### src/rtl/rstseq_pkg.sv
// Shared types for the two-write reset sequencer.
// Assumes: nothing; pure type definitions.
package rstseq_pkg;

    // Sequencer states
    typedef enum logic [1:0] {
        ST_IDLE  = 2'd0,
        ST_ARMED = 2'd1,
        ST_FIRE  = 2'd2
    } seq_state_t;

    // Which bus form started the sequence
    typedef enum logic {
        PATH_IO  = 1'b0,
        PATH_MEM = 1'b1
    } seq_path_t;

    // Address decode result for one write
    typedef struct packed {
        logic io_hit;        // I/O write to the control register
        logic mem_arm_hit;   // memory write to the arming address
        logic mem_fire_hit;  // memory write to the firing address
    } site_hit_t;

endpackage

### src/rtl/rstseq_decode.sv
// Address decoder: classifies one bus write against the sequence addresses.
// Assumes: wr_addr/wr_io are valid whenever wr_en is high.
module rstseq_decode
    import rstseq_pkg::*;
#(
    parameter int          ADDR_W        = 32,
    parameter logic [31:0] IO_ADDR       = 32'h0000_0CF9,
    parameter logic [31:0] MEM_ARM_ADDR  = 32'hFFFF_FFF0,
    parameter logic [31:0] MEM_FIRE_ADDR = 32'hFFFF_FFF4
) (
    input  logic              wr_en,
    input  logic              wr_io,
    input  logic [ADDR_W-1:0] wr_addr,
    output site_hit_t         hit
);
    localparam logic [ADDR_W-1:0] IO_A   = ADDR_W'(IO_ADDR);
    localparam logic [ADDR_W-1:0] ARM_A  = ADDR_W'(MEM_ARM_ADDR);
    localparam logic [ADDR_W-1:0] FIRE_A = ADDR_W'(MEM_FIRE_ADDR);

    // Match the write against each of the three sequence sites
    always_comb begin
        hit.io_hit       = wr_en &&  wr_io && (wr_addr == IO_A);
        hit.mem_arm_hit  = wr_en && !wr_io && (wr_addr == ARM_A);
        hit.mem_fire_hit = wr_en && !wr_io && (wr_addr == FIRE_A);
    end
endmodule

### src/rtl/rstseq_fsm.sv
// Sequencer: tracks the arm/fire write pair and launches the reset pulse.
// Assumes: 'hit' comes from rstseq_decode; pulse_done is high for one cycle
// at the last cycle of a pulse.
module rstseq_fsm
    import rstseq_pkg::*;
#(
    parameter int DATA_W  = 8,
    parameter int SEL_BIT = 1,
    parameter int GO_BIT  = 2
) (
    input  logic              clk,
    input  logic              rst_n,
    input  site_hit_t         hit,
    input  logic [DATA_W-1:0] wr_data,
    input  logic              pulse_done,
    output logic              start_o,
    output logic              start_hard_o,
    output logic              armed_o,
    output logic              firing_o
);
    localparam logic [DATA_W-1:0] SEL_MASK = DATA_W'(1) << SEL_BIT;
    localparam logic [DATA_W-1:0] GO_MASK  = DATA_W'(1) << GO_BIT;

    seq_state_t  state_q, state_d;
    seq_path_t   path_q,  path_d;
    logic        hard_q,  hard_d;
    logic        any_hit, arm_ok, trig_site, trig_ok;
    logic [DATA_W-1:0] expect_val;

    // Classify the current write for arming and firing
    always_comb begin
        any_hit    = hit.io_hit | hit.mem_arm_hit | hit.mem_fire_hit;
        arm_ok     = (wr_data & ~SEL_MASK) == '0;
        expect_val = (hard_q ? SEL_MASK : '0) | GO_MASK;
        trig_site  = (path_q == PATH_IO) ? hit.io_hit : hit.mem_fire_hit;
        trig_ok    = trig_site && (wr_data == expect_val);
    end

    // Next-state logic of the sequencer
    always_comb begin
        state_d = state_q;
        path_d  = path_q;
        hard_d  = hard_q;
        start_o = 1'b0;
        unique case (state_q)
            ST_IDLE: begin
                if ((hit.io_hit || hit.mem_arm_hit) && arm_ok) begin
                    state_d = ST_ARMED;
                    path_d  = hit.io_hit ? PATH_IO : PATH_MEM;
                    hard_d  = wr_data[SEL_BIT];
                end
            end
            ST_ARMED: begin
                if (any_hit) begin
                    if (trig_ok) begin
                        state_d = ST_FIRE;
                        start_o = 1'b1;
                    end else begin
                        state_d = ST_IDLE;
                    end
                end
            end
            ST_FIRE: begin
                if (pulse_done) state_d = ST_IDLE;
            end
            default: state_d = ST_IDLE;
        endcase
    end

    // State registers with synchronous active-low reset
    always_ff @(posedge clk) begin
        if (!rst_n) begin
            state_q <= ST_IDLE;
            path_q  <= PATH_IO;
            hard_q  <= 1'b0;
        end else begin
            state_q <= state_d;
            path_q  <= path_d;
            hard_q  <= hard_d;
        end
    end

    assign start_hard_o = hard_q;
    assign armed_o      = (state_q == ST_ARMED);
    assign firing_o     = (state_q == ST_FIRE);

    // A pulse is only entered from the armed state
    assert_fire_from_armed_R10: assert property (@(posedge clk) disable iff (!rst_n)
        $rose(state_q == ST_FIRE) |-> $past(state_q) == ST_ARMED)
        else $error("fire entered without arming");
endmodule

### src/rtl/rstseq_pulse.sv
// Pulse generator: drives the hard-reset group or INIT for a fixed length.
// Assumes: start is a single-cycle request that never arrives mid-pulse.
module rstseq_pulse #(
    parameter int HARD_CYCLES = 16,
    parameter int INIT_CYCLES = 4
) (
    input  logic clk,
    input  logic rst_n,
    input  logic start,
    input  logic start_hard,
    output logic hard_o,
    output logic init_o,
    output logic busy_o,
    output logic done_o
);
    localparam int LEN_MAX = (HARD_CYCLES > INIT_CYCLES) ? HARD_CYCLES : INIT_CYCLES;
    localparam int CNT_W   = $clog2(LEN_MAX + 1);
    localparam logic [CNT_W-1:0] HARD_LOAD = CNT_W'(HARD_CYCLES - 1);
    localparam logic [CNT_W-1:0] INIT_LOAD = CNT_W'(INIT_CYCLES - 1);

    logic [CNT_W-1:0] cnt_q;
    logic             busy_q, hard_q, init_q;

    // Last cycle of the running pulse
    assign done_o = busy_q && (cnt_q == '0);

    // Load, count down and release the pulse
    always_ff @(posedge clk) begin
        if (!rst_n) begin
            cnt_q  <= '0;
            busy_q <= 1'b0;
            hard_q <= 1'b0;
            init_q <= 1'b0;
        end else if (start) begin
            cnt_q  <= start_hard ? HARD_LOAD : INIT_LOAD;
            busy_q <= 1'b1;
            hard_q <= start_hard;
            init_q <= !start_hard;
        end else if (done_o) begin
            busy_q <= 1'b0;
            hard_q <= 1'b0;
            init_q <= 1'b0;
        end else if (busy_q) begin
            cnt_q  <= cnt_q - 1'b1;
        end
    end

    assign hard_o = hard_q;
    assign init_o = init_q;
    assign busy_o = busy_q;

    // Run-length counters used only by the length checks
    logic [CNT_W:0] run_hard_q, run_init_q;
    always_ff @(posedge clk) begin
        if (!rst_n) begin
            run_hard_q <= '0;
            run_init_q <= '0;
        end else begin
            run_hard_q <= hard_q ? run_hard_q + 1'b1 : '0;
            run_init_q <= init_q ? run_init_q + 1'b1 : '0;
        end
    end

    assert_hard_len_R2: assert property (@(posedge clk) disable iff (!rst_n)
        $fell(hard_q) |-> run_hard_q == (CNT_W+1)'(HARD_CYCLES))
        else $error("hard pulse length wrong");

    assert_init_len_R3: assert property (@(posedge clk) disable iff (!rst_n)
        $fell(init_q) |-> run_init_q == (CNT_W+1)'(INIT_CYCLES))
        else $error("init pulse length wrong");

    assert_no_overlap_R11: assert property (@(posedge clk) disable iff (!rst_n)
        !(hard_q && init_q))
        else $error("hard and init overlap");
endmodule

### src/rtl/rstseq_ctrl.sv
// Top: two-write sequenced reset controller (I/O and memory-mapped forms).
// Assumes: wr_en is a one-cycle strobe; rst_n is synchronous, active low.
module rstseq_ctrl
    import rstseq_pkg::*;
#(
    parameter int          ADDR_W        = 32,
    parameter int          DATA_W        = 8,
    parameter logic [31:0] IO_ADDR       = 32'h0000_0CF9,
    parameter logic [31:0] MEM_ARM_ADDR  = 32'hFFFF_FFF0,
    parameter logic [31:0] MEM_FIRE_ADDR = 32'hFFFF_FFF4,
    parameter int          HARD_CYCLES   = 16,
    parameter int          INIT_CYCLES   = 4
) (
    input  logic              clk,
    input  logic              rst_n,
    input  logic              wr_en,
    input  logic              wr_io,
    input  logic [ADDR_W-1:0] wr_addr,
    input  logic [DATA_W-1:0] wr_data,
    output logic              cpu_rst_o,
    output logic              pci_rst_o,
    output logic              isa_rst_o,
    output logic              init_o
);
    site_hit_t hit;
    logic start, start_hard, armed, firing;
    logic hard_pulse, busy, done;

    rstseq_decode #(
        .ADDR_W(ADDR_W), .IO_ADDR(IO_ADDR),
        .MEM_ARM_ADDR(MEM_ARM_ADDR), .MEM_FIRE_ADDR(MEM_FIRE_ADDR)
    ) u_decode (
        .wr_en(wr_en), .wr_io(wr_io), .wr_addr(wr_addr), .hit(hit)
    );

    rstseq_fsm #(.DATA_W(DATA_W), .SEL_BIT(1), .GO_BIT(2)) u_fsm (
        .clk(clk), .rst_n(rst_n), .hit(hit), .wr_data(wr_data),
        .pulse_done(done), .start_o(start), .start_hard_o(start_hard),
        .armed_o(armed), .firing_o(firing)
    );

    rstseq_pulse #(.HARD_CYCLES(HARD_CYCLES), .INIT_CYCLES(INIT_CYCLES)) u_pulse (
        .clk(clk), .rst_n(rst_n), .start(start), .start_hard(start_hard),
        .hard_o(hard_pulse), .init_o(init_o), .busy_o(busy), .done_o(done)
    );

    // Fan the hard pulse out to the three reset domains
    assign cpu_rst_o = hard_pulse;
    assign pci_rst_o = hard_pulse;
    assign isa_rst_o = hard_pulse;

    // Sequencer fire state and pulse generator stay in step
    assert_fire_tracks_pulse_R10: assert property (@(posedge clk) disable iff (!rst_n)
        firing == busy)
        else $error("sequencer and pulse out of step");

    // Once a pulse ends the sequencer is idle, not armed
    assert_idle_after_pulse_R10: assert property (@(posedge clk) disable iff (!rst_n)
        $fell(busy) |-> (!armed && !firing))
        else $error("not idle after pulse");
endmodule

### config.mk
export PLATFORM = sky130hd
export DESIGN_NAME = rstseq_ctrl
export DESIGN_NICKNAME = d
export VERILOG_FILES = /design/src/rtl/rstseq_pkg.sv /design/src/rtl/rstseq_decode.sv /design/src/rtl/rstseq_fsm.sv /design/src/rtl/rstseq_pulse.sv /design/src/rtl/rstseq_ctrl.sv
export SDC_FILE = /design/constraint.sdc
export NUM_CORES = 1
export LEC_CHECK = 0
export BUFFER_PORTS_ARGS = -buffer_cell sky130_fd_sc_hd__buf_2
export CORE_MARGIN = 8
export CORE_UTILIZATION = 40
export DETAILED_ROUTE_END_ITERATION = 16
export PLACE_DENSITY_LB_ADDON = 0.12
export SYNTH_ARGS = -nofsm -noshare
export SYNTH_HDL_FRONTEND = slang
export SYNTH_SLANG_ARGS = --single-unit
### constraint.sdc
create_clock -name clk -period 2.22 [get_ports clk]
set_clock_uncertainty 0.1 [all_clocks]
set_input_delay 0.333 -clock clk [delete_from_list [all_inputs] [get_ports clk]]
set_output_delay 0.333 -clock clk [all_outputs]
set_load 0.05 [all_outputs]
==> metrics.txt <==
Hold Path Class input pin to flop; Clock Sinks 12; synthesized cell area 927 sq um; Final HPWL DP 2260 um; Peak Freq 506 MHz; sequential share of power 52.6%; WP data required 2.31 ns; chip height 64.1 um; DIE AREA 4110 sq um; dpl ws -0.0710 ns; I/O pins 48; Root Driver clkbuf_4; post-synthesis sequential area ratio 25.9%; Syn. warnings 0; vias in the first global route 1100; Die Width 64.1 um; cts hold-fix bufs 0; number of max-cap violations 0; PD cells 339 nW/um^2; switching share of power 23.5%; status completed; H-tree depth 1; final net count 215; Post-route DRC 0; Rel. slew slack 66.9%; Area after DPL 1180 sq um; Hold Slack 0.246 ns; Syn Inst Count 119; initial antenna violation count 0; Initial Util 41.9%; commonest cells after routing, fill and taps aside buf_2, dfxtp_1, nand2_1; Leak Pwr 0.447 nW; Int Pwr 0.000313 W; core area 2210 sq um; vias after detailed routing 1093; Remaining Overflow, GRT 0; worst path arrival time 2.07 ns; layout cells sized above 1 35.9%; CTS clk-pin slew, worst paths 0.07 ns; placed cells 192; drt total wl 2610 um; TritonRoute pass-1 iters 4; crit end category flop; first-pass GRT wire length 4340 um; startpoint types input pin; IO buf count 47; setup TNS 0 ns; Area Overhead vs Synth 30.2%; Non-Filler Instances 195; setup ws final 0.245 ns; min Tclk post-route 1.98 ns; number of vias per cell 5.61; CTS tree built; most common cell after layout, fill and taps aside buf_2; CTS buffer count 3; CP Max Fanout 4; clock network power share 31.1%; Crit Path Class input pin to flop; # diodes 0; largest net degree at the start of global routing 10; gr usage total 12.3%; crit share post-route 89.0%; Switching Power 0.0000962 W; antenna viol nets, final 0; Net Count, Synth 165; DRT iter0 DRCs 30; Worst-Margin Slew 0.489 ns; final hold violation count 0; Worst-Skew Late Latency 0.27 ns; Worst IR Drop VDD 284 uV; DR WL/cell 13.4 um; final setup vio count 0; design area 1210 sq um; RSZ-0062 raised after global routing no; Post-Syn Area per Cell 7.79 sq um; Yosys cell types 40; #FFs+latches synth 12; Clock Path Buffers 2; Slew Viols, Final 0; cts repair resizes 0; num rows 17; Gate power share 16.3%; GP Congestion 0.803; Post-CTS Setup Repair Bufs 0
## power by group through the flow
stage | Sequential (W) | Clock, W | Combinational (W)
floorplan | 0.000220 | 0 | 0.0000148
global placement | 0.000220 | 0 | 0.0000646
detailed placement | 0.000220 | 0 | 0.0000663
CTS | 0.000215 | 0.000133 | 0.0000665
global route | 0.000215 | 0.000146 | 0.0000739
finish | 0.000215 | 0.000127 | 0.0000666
## critical path, stage by stage
cell	delay [ns]
buf_2	0.08
nand4_1	0.08
or4_1	0.52
or4_4	0.57
o22ai_4	0.25
mux2i_1	0.24
## cells by family (layout without fill, tap and decap cells)
kind of cell / Yosys count / count (layout) / synth area share, %
simple gates: 68 / 68 / 44.7
compound gates: 19 / 19 / 14.2
flops: 12 / 12 / 25.9
buf+inv: 11 / 59 / 5.40
mux: 4 / 4 / 4.32
xor+xnor: 3 / 3 / 2.83
fa+ha+maj: 2 / 2 / 2.70
## worst paths after layout
check / slack, ns / depth (start not counted) / end / startpoint
worst min-delay path: 0.25 / 3 / u_fsm.start_hard_o$_SDFFE_PN0P_ / wr_data[1]
worst max register to register: 0.37 / 5 / u_pulse.cnt_q[3]$_SDFFE_PN0P_ / u_fsm.start_hard_o$_SDFFE_PN0P_
worst min register to register: 0.37 / 2 / u_pulse.init_o$_SDFFE_PN0P_ / u_pulse.init_o$_SDFFE_PN0P_
worst max-delay path: 0.24 / 6 / u_pulse.cnt_q[3]$_SDFFE_PN0P_ / wr_en
## layer usage
layer	vias to the layer above	routed length, um	GRT usage (%)
li1	565	-	-
met1	496	1170	13.7
met2	32	1290	23.0
met3	0	155	4.18
met4	0	0	0.817
met5	-	0	0
## cell type report
type | instances | area [sq um]
well taps | 28 | 35.0
repair buffers | 48 | 243
inverters | 8 | 30.0
flip-flops and latches | 12 | 240
fillers | 236 | 1000
multi-input cells | 96 | 637
clock buffers | 3 | 22.5
## synthesized netlist by cell type (all sizes together)
| cell | count | area, sq um |
|---|---|---|
| or4b | 3 | 33.8 |
| nand4 | 9 | 56.3 |
| nor4 | 10 | 62.6 |
| a21oi | 8 | 40.0 |
| dfxtp | 12 | 240 |
| xor2 | 1 | 8.76 |
| a31oi | 2 | 12.5 |
| nor2 | 6 | 22.5 |
| and4bb | 1 | 12.5 |
| nand3 | 7 | 35.0 |
| nand4b | 1 | 8.76 |
| o21a | 1 | 7.51 |
| o32ai | 1 | 8.76 |
| nand2 | 11 | 41.3 |
| ha | 2 | 25.0 |
| a21o | 1 | 7.51 |
| nor3 | 6 | 30.0 |
| clkinv | 1 | 3.75 |
| or2 | 2 | 12.5 |
| nand4bb | 1 | 11.3 |
| a311o | 1 | 10.0 |
| o21ai | 2 | 10.0 |
| buf | 3 | 20.0 |
| or4 | 4 | 33.8 |
| nand3b | 1 | 7.51 |
| a2111oi | 1 | 8.76 |
| and4b | 1 | 10.0 |
| inv | 7 | 26.3 |
| xnor2 | 2 | 17.5 |
| o22ai | 2 | 26.3 |
| mux2i | 4 | 40.0 |
| nor4b | 2 | 17.5 |
| nand2b | 2 | 12.5 |
| or3 | 1 | 6.26 |
## registers in the layout (all words and copies together), names as in the netlist
name                count
u_pulse.busy_o          1
u_pulse.init_o          1
u_fsm.state_q           2
u_fsm.start_hard_o      1
u_fsm.path_q            1
u_pulse.cnt_q           5
u_pulse.hard_o          1
## per-stage QoR
step / utilization [%] / total power (W)
after CTS: 54.6 / 0.000415
after global routing: 54.6 / 0.000435
after global placement: 53.6 / 0.000285
after detailed placement: 53.6 / 0.000286
final: 54.6 / 0.000409
after floorplan: - / 0.000235
Note: power is estimated with default switching activity, not from simulation.
